<file path="src/rtl/odpin_pkg.sv">
package odpin_pkg;
  localparam int REG_W      = 32;
  localparam int PIN_COUNT  = 2;
  localparam int PIN_STRIDE = 8;
  localparam int OFS_DIRM   = 0;
  localparam int OFS_DIR    = 1;
  localparam int OFS_VALM   = 2;
  localparam int OFS_VAL    = 3;
  localparam int OFS_IN     = 4;
  localparam int PU_BASE    = 16;
  localparam int SYNC_DEPTH = 2;

  typedef struct packed {
    logic dir_m;
    logic dir;
    logic val_m;
    logic val;
  } pin_cmd_t;
endpackage

</file>
<file path="src/rtl/odpin_rst_sync.sv">
module odpin_rst_sync (
  input  logic clk,
  input  logic rst_n,
  output logic rst_n_sync
);
  logic [1:0] stage_q;

  always_ff @(posedge clk or negedge rst_n) begin
    if (!rst_n) stage_q <= 2'b00;
    else        stage_q <= {stage_q[0], 1'b1};
  end

  assign rst_n_sync = stage_q[1];
endmodule

</file>
<file path="src/rtl/odpin_sync.sv">
module odpin_sync #(
  parameter int WIDTH = 2,
  parameter int DEPTH = 2
) (
  input  logic             clk,
  input  logic             rst_n,
  input  logic [WIDTH-1:0] din,
  output logic [WIDTH-1:0] dout
);
  logic [WIDTH-1:0] chain_q [DEPTH];
  logic [WIDTH-1:0] chain_d [DEPTH];

  always_comb begin
    chain_d[0] = din;
    for (int s = 1; s < DEPTH; s++) chain_d[s] = chain_q[s-1];
  end

  always_ff @(posedge clk or negedge rst_n) begin
    if (!rst_n) begin
      for (int s = 0; s < DEPTH; s++) chain_q[s] <= '0;
    end else begin
      for (int s = 0; s < DEPTH; s++) chain_q[s] <= chain_d[s];
    end
  end

  assign dout = chain_q[DEPTH-1];
endmodule

</file>
<file path="src/rtl/odpin_lane.sv">
module odpin_lane
  import odpin_pkg::*;
(
  input  logic     clk,
  input  logic     rst_n,
  input  logic     wr_en,
  input  pin_cmd_t cmd,
  output logic     dir_q,
  output logic     val_q
);
  logic dir_en, val_en;
  logic dir_d, val_d;

  always_comb begin
    dir_en = wr_en & cmd.dir_m;
    val_en = wr_en & cmd.val_m;
    dir_d  = cmd.dir;
    val_d  = cmd.val;
  end

  always_ff @(posedge clk or negedge rst_n) begin
    if (!rst_n) begin
      dir_q <= 1'b0;
      val_q <= 1'b0;
    end else begin
      if (dir_en) dir_q <= dir_d;
      if (val_en) val_q <= val_d;
    end
  end

  AST_DIR_LOAD: assert property (@(posedge clk) disable iff (!rst_n)
    (wr_en && cmd.dir_m) |=> (dir_q == $past(cmd.dir)));
  AST_DIR_HOLD: assert property (@(posedge clk) disable iff (!rst_n)
    !(wr_en && cmd.dir_m) |=> $stable(dir_q));
  AST_VAL_LOAD: assert property (@(posedge clk) disable iff (!rst_n)
    (wr_en && cmd.val_m) |=> (val_q == $past(cmd.val)));
  AST_VAL_HOLD: assert property (@(posedge clk) disable iff (!rst_n)
    !(wr_en && cmd.val_m) |=> $stable(val_q));
endmodule

</file>
<file path="src/rtl/odpin_ctl_reg.sv">
module odpin_ctl_reg
  import odpin_pkg::*;
(
  input  logic             clk,
  input  logic             rst_n,
  input  logic             wr_en,
  input  logic [REG_W-1:0] wr_data,
  output logic [REG_W-1:0] rd_data,
  output logic             ck_oe,
  output logic             ck_out,
  input  logic             ck_in,
  output logic             dt_oe,
  output logic             dt_out,
  input  logic             dt_in
);
  logic                 rst_n_int;
  logic [PIN_COUNT-1:0] pin_in;
  logic [PIN_COUNT-1:0] in_sync;
  logic [PIN_COUNT-1:0] dir_q;
  logic [PIN_COUNT-1:0] val_q;
  logic [PIN_COUNT-1:0] pu_q;
  logic [PIN_COUNT-1:0] pu_d;
  logic                 pu_en;
  logic                 unused_wr;

  assign unused_wr = ^wr_data;
  assign pin_in    = {dt_in, ck_in};

  odpin_rst_sync u_rst (
    .clk        (clk),
    .rst_n      (rst_n),
    .rst_n_sync (rst_n_int)
  );

  odpin_sync #(.WIDTH(PIN_COUNT), .DEPTH(SYNC_DEPTH)) u_sync (
    .clk   (clk),
    .rst_n (rst_n_int),
    .din   (pin_in),
    .dout  (in_sync)
  );

  for (genvar p = 0; p < PIN_COUNT; p++) begin : g_lane
    pin_cmd_t cmd;
    assign cmd.dir_m = wr_data[p*PIN_STRIDE + OFS_DIRM];
    assign cmd.dir   = wr_data[p*PIN_STRIDE + OFS_DIR];
    assign cmd.val_m = wr_data[p*PIN_STRIDE + OFS_VALM];
    assign cmd.val   = wr_data[p*PIN_STRIDE + OFS_VAL];

    odpin_lane u_lane (
      .clk   (clk),
      .rst_n (rst_n_int),
      .wr_en (wr_en),
      .cmd   (cmd),
      .dir_q (dir_q[p]),
      .val_q (val_q[p])
    );
  end

  always_comb begin
    pu_en = wr_en;
    pu_d  = wr_data[PU_BASE +: PIN_COUNT];
  end

  always_ff @(posedge clk or negedge rst_n_int) begin
    if (!rst_n_int)  pu_q <= '0;
    else if (pu_en)  pu_q <= pu_d;
  end

  always_comb begin
    rd_data = '0;
    for (int p = 0; p < PIN_COUNT; p++) begin
      rd_data[p*PIN_STRIDE + OFS_DIR] = dir_q[p];
      rd_data[p*PIN_STRIDE + OFS_VAL] = val_q[p];
      rd_data[p*PIN_STRIDE + OFS_IN]  = in_sync[p];
      rd_data[PU_BASE + p]            = pu_q[p];
    end
  end

  assign ck_oe  = dir_q[0];
  assign ck_out = val_q[0];
  assign dt_oe  = dir_q[1];
  assign dt_out = val_q[1];

  logic [1:0] chk_age_q;
  always_ff @(posedge clk or negedge rst_n_int) begin
    if (!rst_n_int)              chk_age_q <= 2'd0;
    else if (chk_age_q != 2'd2)  chk_age_q <= chk_age_q + 2'd1;
  end

  AST_PU_HOLD: assert property (@(posedge clk) disable iff (!rst_n_int)
    !wr_en |=> $stable(rd_data[PU_BASE +: PIN_COUNT]));
  AST_CK_IN_LAG: assert property (@(posedge clk) disable iff (!rst_n_int)
    (chk_age_q == 2'd2) |-> (rd_data[OFS_IN] == $past(ck_in, 2)));
  AST_DT_IN_LAG: assert property (@(posedge clk) disable iff (!rst_n_int)
    (chk_age_q == 2'd2) |-> (rd_data[PIN_STRIDE + OFS_IN] == $past(dt_in, 2)));
  AST_MASK_ZERO: assert property (@(posedge clk) disable iff (!rst_n_int)
    (rd_data[OFS_DIRM] == 1'b0) && (rd_data[PIN_STRIDE + OFS_VALM] == 1'b0));
endmodule

</file>
<file path="config.mk">
export PLATFORM = sky130hd
export DESIGN_NAME = odpin_ctl_reg
export DESIGN_NICKNAME = d
export VERILOG_FILES = /design/src/rtl/odpin_pkg.sv /design/src/rtl/odpin_rst_sync.sv /design/src/rtl/odpin_sync.sv /design/src/rtl/odpin_lane.sv /design/src/rtl/odpin_ctl_reg.sv
export SDC_FILE = /design/constraint.sdc
export NUM_CORES = 1
export LEC_CHECK = 0
export ABC_AREA = 1
export CAP_MARGIN = 0
export CORE_MARGIN = 10
export CORE_UTILIZATION = 45
export CTS_BUF_LIST = sky130_fd_sc_hd__clkbuf_8 sky130_fd_sc_hd__clkbuf_16
export CTS_CLUSTER_SIZE = 40
export DETAILED_ROUTE_END_ITERATION = 8
export DONT_BUFFER_PORTS = 1
export GPL_TIMING_DRIVEN = 0
export PLACE_DENSITY = 0.71
export SLEW_MARGIN = 20
export SYNTH_ARGS = -nofsm -noshare
export SYNTH_HDL_FRONTEND = slang
export SYNTH_SLANG_ARGS = --single-unit
</file>
<file path="constraint.sdc">
create_clock -name clk -period 0.95 [get_ports clk]
set_clock_uncertainty 0.2 [all_clocks]
set_input_delay 0.1425 -clock clk [delete_from_list [all_inputs] [get_ports clk]]
set_output_delay 0.1425 -clock clk [all_outputs]
set_load 0.03 [all_outputs]
</file>
* Word level (Yosys, flattened, before mapping)
Cells that the tools add are included.
** Word-level totals
- Flip-flop bits (word level) :: 12
- Output and inout port bits :: 36
- Word-level logic and storage cells :: 12
- Input bits :: 37
** Operators by class
- Bitwise logic cells :: 4
** Operators by type and width (number)
- $and 1x1->1 :: 4

* Longest topological paths before layout
- Word-level depth :: 1
- Gate-level depth with buffers :: 4

* Hierarchy
Synthesis repeated with hierarchy kept, for this count alone.
** Second synthesis, totals
- Cell total of the unflattened synthesis :: 65
- Area total of the unflattened synthesis :: 609.3 um2
** By module, submodules not included
- odpin_ctl_reg :: area an instance 290.3 um2, instances 1, cells an instance 38
- odpin_lane :: area an instance 82.6 um2, instances 2, cells an instance 10
- odpin_sync :: area an instance 100.1 um2, instances 1, cells an instance 4
- odpin_rst_sync :: area an instance 53.8 um2, instances 1, cells an instance 3

* Worst setup path after synthesis
OpenSTA, ideal clock, no wires.
- Path kind :: register to output
- From :: register g_lane[1].u_lane.val_q
- To :: output port rd_data[11]
- Slack :: -113 ps
- Stages on the path, launching flop included :: 2
- Buffers on the path :: 1
- Arrival :: 721 ps
- Cell sequence :: dfrtp_1 buf_4
** RTL lines
- start: declaration :: RTL line odpin_lane.sv:9 : output logic val_q
- start signal: assignment :: RTL line odpin_lane.sv:27 : if (val_en) val_q <= val_d;
- end: declaration :: RTL line odpin_ctl_reg.sv:8 : output logic [REG_W-1:0] rd_data,
No word-level cell between the ends.

* Final worst setup path
- From :: register g_lane[1].u_lane.dir_q
- To :: output port rd_data[9]
** RTL lines
- start: declaration :: RTL line odpin_lane.sv:8 : output logic dir_q,
- start signal: assignment :: RTL line odpin_lane.sv:26 : if (dir_en) dir_q <= dir_d;
No word-level cell between the ends.

==> metrics.csv <==
metric,value,unit
outcome,"complete, but fails checks",
htree_levels,1,
grt_setup_unrepaired,true,
drt_drc_violations_left,0,
crit_arrival,0.89,ns
ys_types,8,
fin_cells,122,
slowest_delay,0.49,ns
nNetsFinal,145,
synth-warning-count,0,
syn_avg_cell_area,9.53,um2
final_max_slew_viol_count,0,
clk_latency,0.23,ns
clk_pin_slew,0.05,ns
cp.required,0.61,ns
cpLargestDelayFamily,flip-flops,
ant_nets,0,
synth-edff-count,0,
drive_gt1_frac,0.411,
p_leak,0.569,nW
grt_pass1_wl,2290,um
wire_per_inst,12.3,um
cp_slowest_cell,dfrtp_2,
syn_area,619,um2
worst_hold_slack,-0.0620,ns
synth_most_common_cell,buf_4,
synth_top_area_cell,dfrtp_1,
fin_area,956,um2
path_buf_inv,1,
postCtsSetupBuffers,0,
total_power,1.53,mW
drt_wl_total,1500,um
worstSetupEndpointType,output port,
hold_path.class,input pin to async pin,
placed_area,744,um2
synth_ff_type,dfrtp_1,
peakVddDrop,0.00105,V
via_per_inst,3.65,
setup_ws,-0.287,ns
finalCritPeriodShare,1.30,
first_pass_iters,4,
setup_viol_count_final,12,
postSynth.asyncResetShare,1.00,
grt_remaining_overflow,0,
start_util,0.476,
cp_max_fo,3,
synthTopCellsByCount,"buf_4, nand2_1, dfrtp_1, nand3_1",
place_ws,-0.0320,ns
grt_pass1_vias,461,
fp.dieH,57.1,um
dieWidth,57.1,um
cp-start-kind,flip-flop,
synth_cells,65,
row_count,13,
cts_buffers,3,
power.density,1600,mW/mm2
hold_viol,12,
cts_tree,done,
ys_ff_latch,12,
antenna_cells,0,
area_growth,54.3,%
ios,73,
vias,445,
violations,"negative hold slack, negative setup slack",
placed_cells,103,
crit_chain,buf_6,
io_buffers,0,
drv_cap,0,
fmax,808,MHz
gp_congestion,0.610,
critPathKind,flip-flop to output port,
synth_area_leaders,"dfrtp_1, buf_4, nand2_1",
clockRootBuffer,clkbuf_8,
die_area,0.00326,mm2
grt_max_degree,11,
cts_hold_buf,14,
antenna_found_initial,0,
synth_top_area_share,0.485,
cts.path.max_buffers,2,
fin_crit,1.24,ns
drt_iter0_drc,1,
clkSinkCount,12,
fp.coreArea,0.00130,mm2
globalRouteTotalUtil,0.0902,
hpwl,1160,um
yosysSeqAreaShare,0.485,
through the flow:
step / setup TNS [ns] / hold slack, ns / util
global placement: -0.146 / -0.353 / 0.572
global route: -2.32 / -0.0734 / 0.735
floorplan: -0.0722 / -0.353 / -
finish: -2.01 / -0.0620 / 0.735
CTS: -2.96 / -0.0671 / 0.718
detailed placement: -0.180 / -0.353 / 0.572
cell type report:
class | instances | area [um2]
Fill cell | 97 | 345
Sequential cell | 12 | 310
Buffer | 29 | 236
Multi-Input combinational cell | 45 | 180
Timing Repair Buffer | 15 | 158
Clock buffer | 3 | 41.3
Tap cell | 15 | 18.8
Inverter | 2 | 7.51
Clock inverter | 1 | 3.75
timing repair:
action | CTS | global route
cloned | 0 | 1
gates resized for setup | 4 | 8
pin swaps | 0 | 5
setup endpoints to repair | 14 | 18
endpoints found under the hold margin | 20 | 12
path summary, 6_finish.rpt:
| kind | from | to | slack, ns | cells past startpoint |
|---|---|---|---|---|
| max | g_lane[1].u_lane.dir_q | rd_data[9] | -0.29 | 1 |
| min | rst_n | u_rst.stage_q[0] | -0.06 | 1 |
| max reg2reg | g_lane[1].u_lane.dir_q | g_lane[1].u_lane.dir_q | 0.01 | 2 |
| min reg2reg | u_rst.stage_q[1] | pu_q[0] | -0.05 | 0 |
| max in group asynchronous | u_rst.stage_q[1] | u_sync.dout[1] | 0.30 | 0 |
| min in group clk | wr_data[0] | g_lane[0].u_lane.dir_q | 0.06 | 3 |
sequential cells by signal, indices dropped and copies added (netlist names):
register             flops
pu_q                     2
u_sync.chain_d           2
u_rst.stage_q            2
g_lane.u_lane.val_q      2
u_sync.dout              2
g_lane.u_lane.dir_q      2
metal layers:
layer / up-vias / global-route usage / wire length (um)
met2: 29 / 0.136 / 785
met4: 0 / 0.0302 / 11
li1: 228 / - / -
met5: - / 0 / 0
met1: 185 / 0.0807 / 471
met3: 3 / 0.0929 / 235
logic make-up after synthesis:
group / Yosys count / synth area share
AO/OA/AOI/OAI: 2 / 0.0162
AND/OR/NAND/NOR: 18 / 0.117
flip-flops: 12 / 0.485
buffers and inverters: 31 / 0.370
other: 2 / 0.0121
placed cells by master (no fill, tap or decap):
cell type and n:
buf_2 1, nand3_1 4, buf_4 24, conb_1 25, inv_2 2, clkbuf_8 3, inv_1 1, buf_6 5
dfrtp_2 8, dlygate4sd3_1 9, dlymetal6s4s_1 5, o21ai_1 1, nand2_1 14, o21ai_2 1, dfrtp_1 4
power by group:
part / total (mW) / switching, mW / internal, mW
Sequential: 0.672 / 0.111 / 0.561
Clock: 0.452 / 0.169 / 0.283
Combinational: 0.404 / 0.235 / 0.169
Total: 1.53 / 0.515 / 1.01
Power figures use the tool's default switching activity.
